<file path="config.mk">
export PLATFORM = sky130hd
export DESIGN_NAME = chg_safety_timer
export DESIGN_NICKNAME = d
export VERILOG_FILES = /design/src/rtl/sft_pkg.sv /design/src/rtl/sft_code_watch.sv /design/src/rtl/sft_rate_gate.sv /design/src/rtl/sft_fault_counter.sv /design/src/rtl/chg_safety_timer.sv
export SDC_FILE = /design/constraint.sdc
export NUM_CORES = 1
export LEC_CHECK = 0
export CORE_MARGIN = 1
export CORE_UTILIZATION = 59
export DETAILED_ROUTE_END_ITERATION = 12
export PLACE_DENSITY = 0.79
export SLEW_MARGIN = 20
export SYNTH_ARGS = -nofsm -noshare
export SYNTH_HDL_FRONTEND = slang
export SYNTH_SLANG_ARGS = --single-unit
</file>
<file path="constraint.sdc">
create_clock -name clk -period 3 [get_ports clk]
set_clock_uncertainty 0.05 [all_clocks]
set_input_delay 0.75 -clock clk [delete_from_list [all_inputs] [get_ports clk]]
set_output_delay 0.75 -clock clk [all_outputs]
set_load 0.05 [all_outputs]
</file>
<file path="src/rtl/sft_pkg.sv">
package sft_pkg;
  localparam int unsigned MAX_HOURS = 20;
  localparam logic [1:0]  CODE_AT_RESET = 2'd2;

  function automatic int unsigned hours_of(input logic [1:0] code);
    case (code)
      2'd0:    hours_of = 5;
      2'd1:    hours_of = 8;
      2'd2:    hours_of = 12;
      default: hours_of = 20;
    endcase
  endfunction
endpackage

</file>
<file path="src/rtl/sft_code_watch.sv">
module sft_code_watch
  import sft_pkg::*;
(
  input  logic       clk,
  input  logic       rst_n,
  input  logic [1:0] dur_code,
  output logic       restart
);
  logic [1:0] code_q;
  logic [1:0] code_d;

  always_comb begin
    code_d  = dur_code;
    restart = (dur_code != code_q);
  end

  always_ff @(posedge clk or negedge rst_n) begin
    if (!rst_n) code_q <= CODE_AT_RESET;
    else        code_q <= code_d;
  end

  // a restart is a single-cycle event unless the code moves again
  p_restart_once_r3: assert property (@(posedge clk) disable iff (!rst_n)
    restart |=> (!restart || dur_code != $past(dur_code)));
endmodule

</file>
<file path="src/rtl/sft_rate_gate.sv">
module sft_rate_gate (
  input  logic clk,
  input  logic rst_n,
  input  logic tick,
  input  logic half,
  input  logic clr,
  output logic adv
);
  logic phase_q;
  logic phase_d;
  logic phase_en;

  always_comb begin
    phase_en = clr || !half || tick;
    if (clr || !half) phase_d = 1'b0;
    else              phase_d = ~phase_q;
    adv = tick && !clr && (!half || phase_q);
  end

  always_ff @(posedge clk or negedge rst_n) begin
    if (!rst_n)        phase_q <= 1'b0;
    else if (phase_en) phase_q <= phase_d;
  end

  // two throttled advances are never adjacent
  p_half_spacing_r4: assert property (@(posedge clk) disable iff (!rst_n)
    (half && !clr && adv) |=> (!half || clr || !adv));
  // at full rate every tick passes
  p_full_rate_r5: assert property (@(posedge clk) disable iff (!rst_n)
    (tick && !half && !clr) |-> adv);
endmodule

</file>
<file path="src/rtl/sft_fault_counter.sv">
module sft_fault_counter #(
  parameter int unsigned CNT_W = 8
) (
  input  logic             clk,
  input  logic             rst_n,
  input  logic             clr,
  input  logic             adv,
  input  logic [CNT_W-1:0] limit,
  output logic             fault
);
  logic [CNT_W-1:0] cnt_q;
  logic [CNT_W-1:0] cnt_d;
  logic             fault_q;
  logic             fault_d;
  logic             upd_en;

  always_comb begin
    upd_en  = clr || (adv && !fault_q);
    cnt_d   = cnt_q;
    fault_d = fault_q;
    if (clr) begin
      cnt_d   = '0;
      fault_d = 1'b0;
    end else if (adv && !fault_q) begin
      cnt_d   = cnt_q + 1'b1;
      fault_d = (cnt_q + 1'b1) >= limit;
    end
  end

  always_ff @(posedge clk or negedge rst_n) begin
    if (!rst_n) begin
      cnt_q   <= '0;
      fault_q <= 1'b0;
    end else if (upd_en) begin
      cnt_q   <= cnt_d;
      fault_q <= fault_d;
    end
  end

  assign fault = fault_q;

  // a clear leaves nothing behind
  p_clear_empties_r3: assert property (@(posedge clk) disable iff (!rst_n)
    clr |=> (cnt_q == '0 && !fault_q));
  // a set fault holds until a clear
  p_fault_sticky_r7: assert property (@(posedge clk) disable iff (!rst_n)
    (fault_q && !clr) |=> fault_q);
  // the count moves by at most one per cycle
  p_single_step_r2: assert property (@(posedge clk) disable iff (!rst_n)
    !clr |=> (cnt_q == $past(cnt_q) || cnt_q == $past(cnt_q) + 1'b1));
endmodule

</file>
<file path="src/rtl/chg_safety_timer.sv">
module chg_safety_timer
  import sft_pkg::*;
#(
  parameter int unsigned TICKS_PER_HOUR = 3600
) (
  input  logic       clk,
  input  logic       rst_n,
  input  logic       tmr_en,
  input  logic [1:0] dur_code,
  input  logic       slow_en,
  input  logic       chg_active,
  input  logic       throttle,
  input  logic       tick,
  output logic       fault
);
  localparam int unsigned MAX_TICKS = MAX_HOURS * TICKS_PER_HOUR;
  localparam int unsigned CNT_W     = $clog2(MAX_TICKS + 1);

  logic             run;
  logic             restart;
  logic             clr;
  logic             half;
  logic             adv;
  logic [CNT_W-1:0] limit;

  always_comb begin
    run   = tmr_en && chg_active;
    clr   = !run || restart;
    half  = slow_en && throttle;
    limit = CNT_W'(hours_of(dur_code) * TICKS_PER_HOUR);
  end

  sft_code_watch u_code_watch (
    .clk      (clk),
    .rst_n    (rst_n),
    .dur_code (dur_code),
    .restart  (restart)
  );

  sft_rate_gate u_rate_gate (
    .clk   (clk),
    .rst_n (rst_n),
    .tick  (tick),
    .half  (half),
    .clr   (clr),
    .adv   (adv)
  );

  sft_fault_counter #(.CNT_W(CNT_W)) u_counter (
    .clk   (clk),
    .rst_n (rst_n),
    .clr   (clr),
    .adv   (adv),
    .limit (limit),
    .fault (fault)
  );

  // an idle timer reports no fault
  p_idle_quiet_r6: assert property (@(posedge clk) disable iff (!rst_n)
    !(tmr_en && chg_active) |=> !fault);
  // a code change drops the flag
  p_code_change_r3: assert property (@(posedge clk) disable iff (!rst_n)
    (dur_code != $past(dur_code)) |=> !fault);
endmodule

</file>
==> impl_metrics.env, run 1 <==
export IMPL_clock_root_buffer="clkbuf_4"
export IMPL_grt_met3_usage_pct=4.72
export IMPL_cp_required_ns=3.16
export IMPL_ctsHoldBuffers=0
export IMPL_clk_latency_ns=0.31
export IMPL_end_kind="flip-flop"
export IMPL_cts_sinks=21
export IMPL_fmax_ghz=0.351
export IMPL_htree_levels=1
export IMPL_cap_violations=0
export IMPL_p_per_area_nw_per_um2=276
export IMPL_busiest_layer="met2"
export IMPL_drt_iter0_markers=36
export IMPL_antenna_cells=0
export IMPL_tns_ns=0
export IMPL_postLayoutCoreUtil_pct=71.0
export IMPL_arrival_ns=3.01
export IMPL_antenna_found_initial=0
export IMPL_hold_class="flip-flop to flip-flop"
export IMPL_grt_pass1_vias=1256
export IMPL_final_common_cell="nor2_1"
export IMPL_power_leakage_nw=0.822
export IMPL_yosysUniqueCellTypes=34
export IMPL_rsz0062_at_grt="no"
export IMPL_via_per_inst=5.86
export IMPL_met2_usage_pct=44.8
export IMPL_place_congestion=0.879
export IMPL_core_area_um2=2540
export IMPL_synth_cells=184
export IMPL_grt_util_met1_pct=30.8
export IMPL_yosysSeqAreaShare_pct=32.0
export IMPL_std_cell_rows=18
export IMPL_ioPinCount=10
export IMPL_seq_area_um2=527
export IMPL_port_buffer_count=9
export IMPL_dpl_hpwl_um=2380
export IMPL_nNetsFinal=226
export IMPL_post_cts_resized=0
export IMPL_path_max_fanout=9
export IMPL_areaGrowthSynthToFinish_pct=9.89
export IMPL_cts_buffer_depth=2
export IMPL_cts_tree="yes"
export IMPL_wl_per_cell_um=14.6
export IMPL_clkTransAtPathRegs_ns=0.12
export IMPL_overflow=0
export IMPL_wirelength_um=3300
export IMPL_die_height_um=54.8
export IMPL_grtUsageTotal_pct=26.0
export IMPL_vdd_ir_drop_max_mv=0.270
export IMPL_post_cts_buffers=0
export IMPL_grt_first_pass_wirelength_um=5440
export IMPL_mostFrequentLayoutCells="21 x nor2_1, 20 x ha_1, 20 x dfrtp_1, 15 x nand2_1, 15 x xnor2_1"
export IMPL_vias=1324
export IMPL_synth_seq_cells=21
export IMPL_period_minus_slack_ns=2.85
export IMPL_route_antenna_remaining_nets=0
export IMPL_fin_crit_sh_pct=94.9
export IMPL_drc=0
export IMPL_finalHoldViolations=0
export IMPL_die_w_um=54.8
export IMPL_yosysWarnings=0
export IMPL_first_pass_iters=4
export IMPL_slew_viol_final=0
export IMPL_grt_max_degree=22
export IMPL_initial_core_util_pct=64.7
export IMPL_cts_buffers=3
export IMPL_multi_input_area_um2=1050
export IMPL_finalSetupViolations=0
export IMPL_status="finished, final reports clean"
export IMPL_path_class="flip-flop to flip-flop"
export IMPL_syn_area_um2=1650
export IMPL_avgSynthCellArea_um2=8.94
export IMPL_tightest_slew_ns=0.489
export IMPL_whs_ns=0.544
export IMPL_drive_gt1_share_pct=7.14
export IMPL_startpoint_type="flip-flop"
export IMPL_syn_num_nets=213
export IMPL_relSlewSlack_pct=67.3
export IMPL_die_area_um2=3000
export IMPL_finalPower_mw=0.499
export IMPL_n_fill_cell=208
[final cells by class]
type	count	share of cell area [%]
multi-input combinational	147	58.0
timing repair buffer	15	7.47
clock buffer	4	1.45
sequential	21	29.1
inverter	9	1.87
tap	30	2.08
[power by group]
| part | switching (mW) | leakage (nW) | internal (mW) |
|---|---|---|---|
| clock | 0.0918 | 0.0150 | 0.0521 |
| sequential | 0.00108 | 0.288 | 0.285 |
| combinational | 0.0389 | 0.520 | 0.0296 |
[kinds of logic after synthesis]
group                    share of synthesized area [%]
AO/OA/AOI/OAI                                     7.61
XOR/XNOR                                          15.4
adder cells (fa/ha/maj)                           15.2
buffers and inverters                             4.26
flip-flops                                        32.0
AND/OR/NAND/NOR                                   25.5
[per-stage QoR]
stage	setup slack (ns)	instances	cell area (um2)
6_report	0.153	226	1810
3_3_place_gp	0.0231	222	1780
5_1_grt	0.0394	226	1810
4_1_cts	0.206	226	1810
2_1_floorplan	0.531	184	1650
3_5_place_dp	-0.0855	222	1780
[synthesized netlist by cell type (all sizes together)]
| cell type | n | share of area, % |
|---|---|---|
| nor2 | 21 | 4.8 |
| dfrtp | 20 | 30 |
| nand3 | 6 | 1.8 |
| and3 | 2 | 0.76 |
| o21ai | 8 | 2.4 |
| or4b | 1 | 0.61 |
| a21oi | 9 | 2.7 |
| inv | 9 | 2.1 |
| buf | 4 | 1.5 |
| nor4 | 2 | 1.7 |
| and4 | 3 | 1.6 |
| and2 | 1 | 0.38 |
| nor2b | 2 | 0.76 |
| ha | 20 | 15 |
| or3 | 6 | 2.3 |
| a31oi | 1 | 0.38 |
| a22oi | 1 | 0.46 |
| nand4 | 8 | 4.3 |
| a311oi | 1 | 0.53 |
| xnor2 | 15 | 8.0 |
| nor3 | 9 | 3.0 |
| clkbuf | 3 | 0.68 |
| o21a | 1 | 0.46 |
| dfstp | 1 | 1.6 |
| a221o | 1 | 0.61 |
| xor2 | 14 | 7.5 |
| nand2 | 15 | 3.4 |
[worst max-delay path, cell delays in order, from the launching register on]
cell and delay [ns]:
dfrtp_1 0.49, and4_1 0.42, nand4_4 0.22, nor2_1 0.18, xor2_1 0.23, ha_1 0.28, a21oi_1 0.17, o21ai_0 0.10
a221o_1 0.35, a22oi_1 0.16, o21ai_1 0.08
[layer usage]
layer | routed length, um | part of all wire, % | vias to the layer above
met3 | 159 | 4.8 | 9
met4 | 71 | 2.2 | 0
met5 | 0 | 0 | -
li1 | - | - | 661
met1 | 1520 | 46 | 619
met2 | 1540 | 47 | 35
[worst paths after layout]
check	startpoint	cells past startpoint	to	slack, ns
min	u_counter.cnt_q[16]	2	u_counter.cnt_q[16]	0.54
max in group asynchronous	rst_n	2	u_code_watch.code_q[1]	1.92
min in group asynchronous	rst_n	2	u_counter.cnt_q[5]	0.71
max reg2reg	u_counter.cnt_q[3]	10	u_counter.fault	0.15
max	u_counter.cnt_q[3]	10	u_counter.fault	0.15
min reg2reg	u_counter.cnt_q[16]	2	u_counter.cnt_q[16]	0.54
[state kept, by name, indices dropped and copies added, names as in the netlist]
signal	count
u_counter.cnt_q	17
u_rate_gate.phase_q	1
u_counter.fault	1
u_code_watch.code_q	2
Power figures use the tool's default switching activity.
==> run 2: changes to the inputs <==
- SKIP_CTS_REPAIR_TIMING: not set -> 1
==> results of run 2 <==
The final DEF is identical to that of run 1; final timing and power are the same.
==> run 3: changes to the inputs <==
--- a/config.mk
+++ b/config.mk
@@ -6,5 +6,5 @@
 export NUM_CORES = 1
 export LEC_CHECK = 0
-export CORE_MARGIN = 1
+export CORE_MARGIN = 2
 export CORE_UTILIZATION = 59
 export DETAILED_ROUTE_END_ITERATION = 12
==> constraint.sdc (replaced) <==
create_clock -name clk -period 3 [get_ports clk]
set_clock_uncertainty 0.05 [all_clocks]
set_input_delay 0.75 -clock clk [delete_from_list [all_inputs] [get_ports clk]]
set_output_delay 0.75 -clock clk [all_outputs]
set_load 0.1 [all_outputs]
==> run 3 against run 2 <==
Effect of this change:
- fmax decreased by 0.53%
- non-clock buffer count increased by 2
- global-route usage decreased by 2.1 points
- first-iteration DRC count increased by 58%
- flip-flop and latch count unchanged
- power increased by 0.51%
==> impl_metrics.env, run 3 (same netlist as run 1, synthesis figures left out) <==
export IMPL_power_leakage_nw=0.836
export IMPL_htree_levels=1
export IMPL_multi_input_area_um2=1050
export IMPL_cts_buffers=3
export IMPL_largest_register_ffs=17
export IMPL_status="finished, final reports clean"
export IMPL_top_register="u_counter.cnt_q"
export IMPL_std_cell_rows=19
export IMPL_route_antenna_remaining_nets=0
export IMPL_endpoint="u_counter.fault"
export IMPL_hold_class="flip-flop to flip-flop"
export IMPL_port_buffer_count=9
export IMPL_vdd_ir_drop_max_mv=0.304
export IMPL_drc=0
export IMPL_grt_max_degree=22
export IMPL_postLayoutCoreUtil_pct=67.3
export IMPL_via_per_inst=5.94
export IMPL_nNetsFinal=228
export IMPL_worst_path_buf_inv=0
export IMPL_period_minus_slack_ns=2.86
export IMPL_finalHoldViolations=0
export IMPL_clk_latency_ns=0.31
export IMPL_drive_gt1_share_pct=9.60
export IMPL_areaGrowthSynthToFinish_pct=10.9
export IMPL_cap_violations=0
export IMPL_cts_buffer_depth=2
export IMPL_first_pass_iters=4
export IMPL_grt_pass1_vias=1395
export IMPL_r2r_start="u_counter.cnt_q[0]"
export IMPL_clock_root_buffer="clkbuf_4"
export IMPL_crit_family="compound AO/OA/AOI/OAI gates"
export IMPL_cp_required_ns=3.15
export IMPL_pwr_share_comb_pct=14.0
export IMPL_path_max_fanout=8
export IMPL_ioPinCount=10
export IMPL_tns_ns=0
export IMPL_largest_registers="u_counter.cnt_q (17), u_code_watch.code_q (2)"
export IMPL_wirelength_um=3480
export IMPL_fin_crit_sh_pct=95.4
export IMPL_worstReg2RegEnd="u_counter.fault"
export IMPL_crit_path_max_incr_delay_ns=0.43
export IMPL_p_per_area_nw_per_um2=275
export IMPL_die_height_um=56.8
export IMPL_initial_core_util_pct=60.7
export IMPL_arrival_ns=3.01
export IMPL_critPathMostFrequentCell="ha_1"
export IMPL_grt_first_pass_wirelength_um=6030
export IMPL_pwr_share_seq_pct=57.1
export IMPL_tightest_slew_ns=0.391
export IMPL_end_kind="flip-flop"
export IMPL_n_fill_cell=224
export IMPL_dpl_hpwl_um=2670
export IMPL_switching_share_pct=27.0
export IMPL_instances_no_fill=229
export IMPL_antenna_found_initial=0
export IMPL_dp_cells=225
export IMPL_cts_sinks=21
export IMPL_clkPwrFrac_pct=28.8
export IMPL_mostFrequentLayoutCells="21 x nor2_1, 20 x ha_1, 20 x dfrtp_1, 15 x nand2_1, 15 x xnor2_1"
export IMPL_finalPower_mw=0.501
export IMPL_cp_depth=11
export IMPL_critPathSlowestCell="dfrtp_1"
export IMPL_relSlewSlack_pct=73.8
export IMPL_p_switching_mw=0.135
export IMPL_finalSetupViolations=0
export IMPL_startpoint_type="flip-flop"
export IMPL_rrSetupSlack_ns=0.14
export IMPL_final_common_cell="nor2_1"
export IMPL_crit_start="u_counter.cnt_q[0]"
export IMPL_core_area_um2=2710
export IMPL_place_congestion=0.820
export IMPL_vias=1360
export IMPL_drt_iter0_markers=57
export IMPL_slew_viol_final=0
export IMPL_clkTransAtPathRegs_ns=0.13
export IMPL_die_area_um2=3230
export IMPL_wl_per_cell_um=15.2
export IMPL_die_w_um=56.8
export IMPL_overflow=0
export IMPL_antenna_cells=0
export IMPL_p_int_mw=0.366
export IMPL_r2r_cells=11
export IMPL_cp_cell_sequence="ha_1, and2_1, nand4_4, nor2_1, xor2_1, ha_1, a21oi_1, o21ai_0, a221o_1, a22oi_1, o21ai_1"
export IMPL_cts_tree="yes"
export IMPL_fmax_ghz=0.349
export IMPL_rsz0062_at_grt="no"
export IMPL_seq_area_um2=527
export IMPL_path_class="flip-flop to flip-flop"
export IMPL_grtUsageTotal_pct=23.9
export IMPL_whs_ns=0.529
==> run 3: area by class of cell <==
type / count / area share [%]
Tap cell: 31 / 2.13
Inverter: 9 / 1.85
Timing Repair Buffer: 17 / 8.09
Clock buffer: 3 / 1.23
Clock inverter: 1 / 0.274
Multi-Input combinational cell: 147 / 57.5
Sequential cell: 21 / 28.9
==> run 3: how the worst min path moves through the flow <==
stage	startpoint	to	depth (start not counted)
CTS	u_counter.cnt_q[1]	u_counter.cnt_q[1]	2
finish	u_counter.cnt_q[1]	u_counter.cnt_q[1]	2
global route	u_counter.cnt_q[16]	u_counter.cnt_q[16]	2
floorplan	rst_n	u_code_watch.code_q[0]	0
detailed placement	u_counter.cnt_q[1]	u_counter.cnt_q[1]	2
global placement	u_counter.cnt_q[1]	u_counter.cnt_q[1]	2
==> run 3: tightest hold or removal path, stage by stage (launching register included) <==
cell and delay, ns:
dfrtp_1 0.42, nand2_1 0.07, a21oi_1 0.06
==> run 3: power by group through the flow <==
| stage | clock network [mW] | logic (mW) | registers, mW |
|---|---|---|---|
| 2_1_floorplan | 0 | 0.0342 | 0.292 |
| 3_3_place_gp | 0 | 0.0674 | 0.292 |
| 3_5_place_dp | 0 | 0.0701 | 0.292 |
| 4_1_cts | 0.149 | 0.0707 | 0.287 |
| 5_1_grt | 0.157 | 0.0797 | 0.287 |
| 6_report | 0.144 | 0.0704 | 0.286 |
==> run 3: metrics by stage <==
stage	worst slack (ns)	area, um2
2_1_floorplan	0.526	1650
3_3_place_gp	0.0356	1800
3_5_place_dp	-0.0535	1800
4_1_cts	0.166	1820
5_1_grt	0.0220	1820
6_report	0.137	1820
==> run 3: metal layers <==
layer	track usage, %	up-vias	routed length (um)
li1	-	662	-
met1	29.8	671	1530
met2	40.7	23	1810
met3	3.23	4	115
met4	11.0	0	37
met5	0	-	0
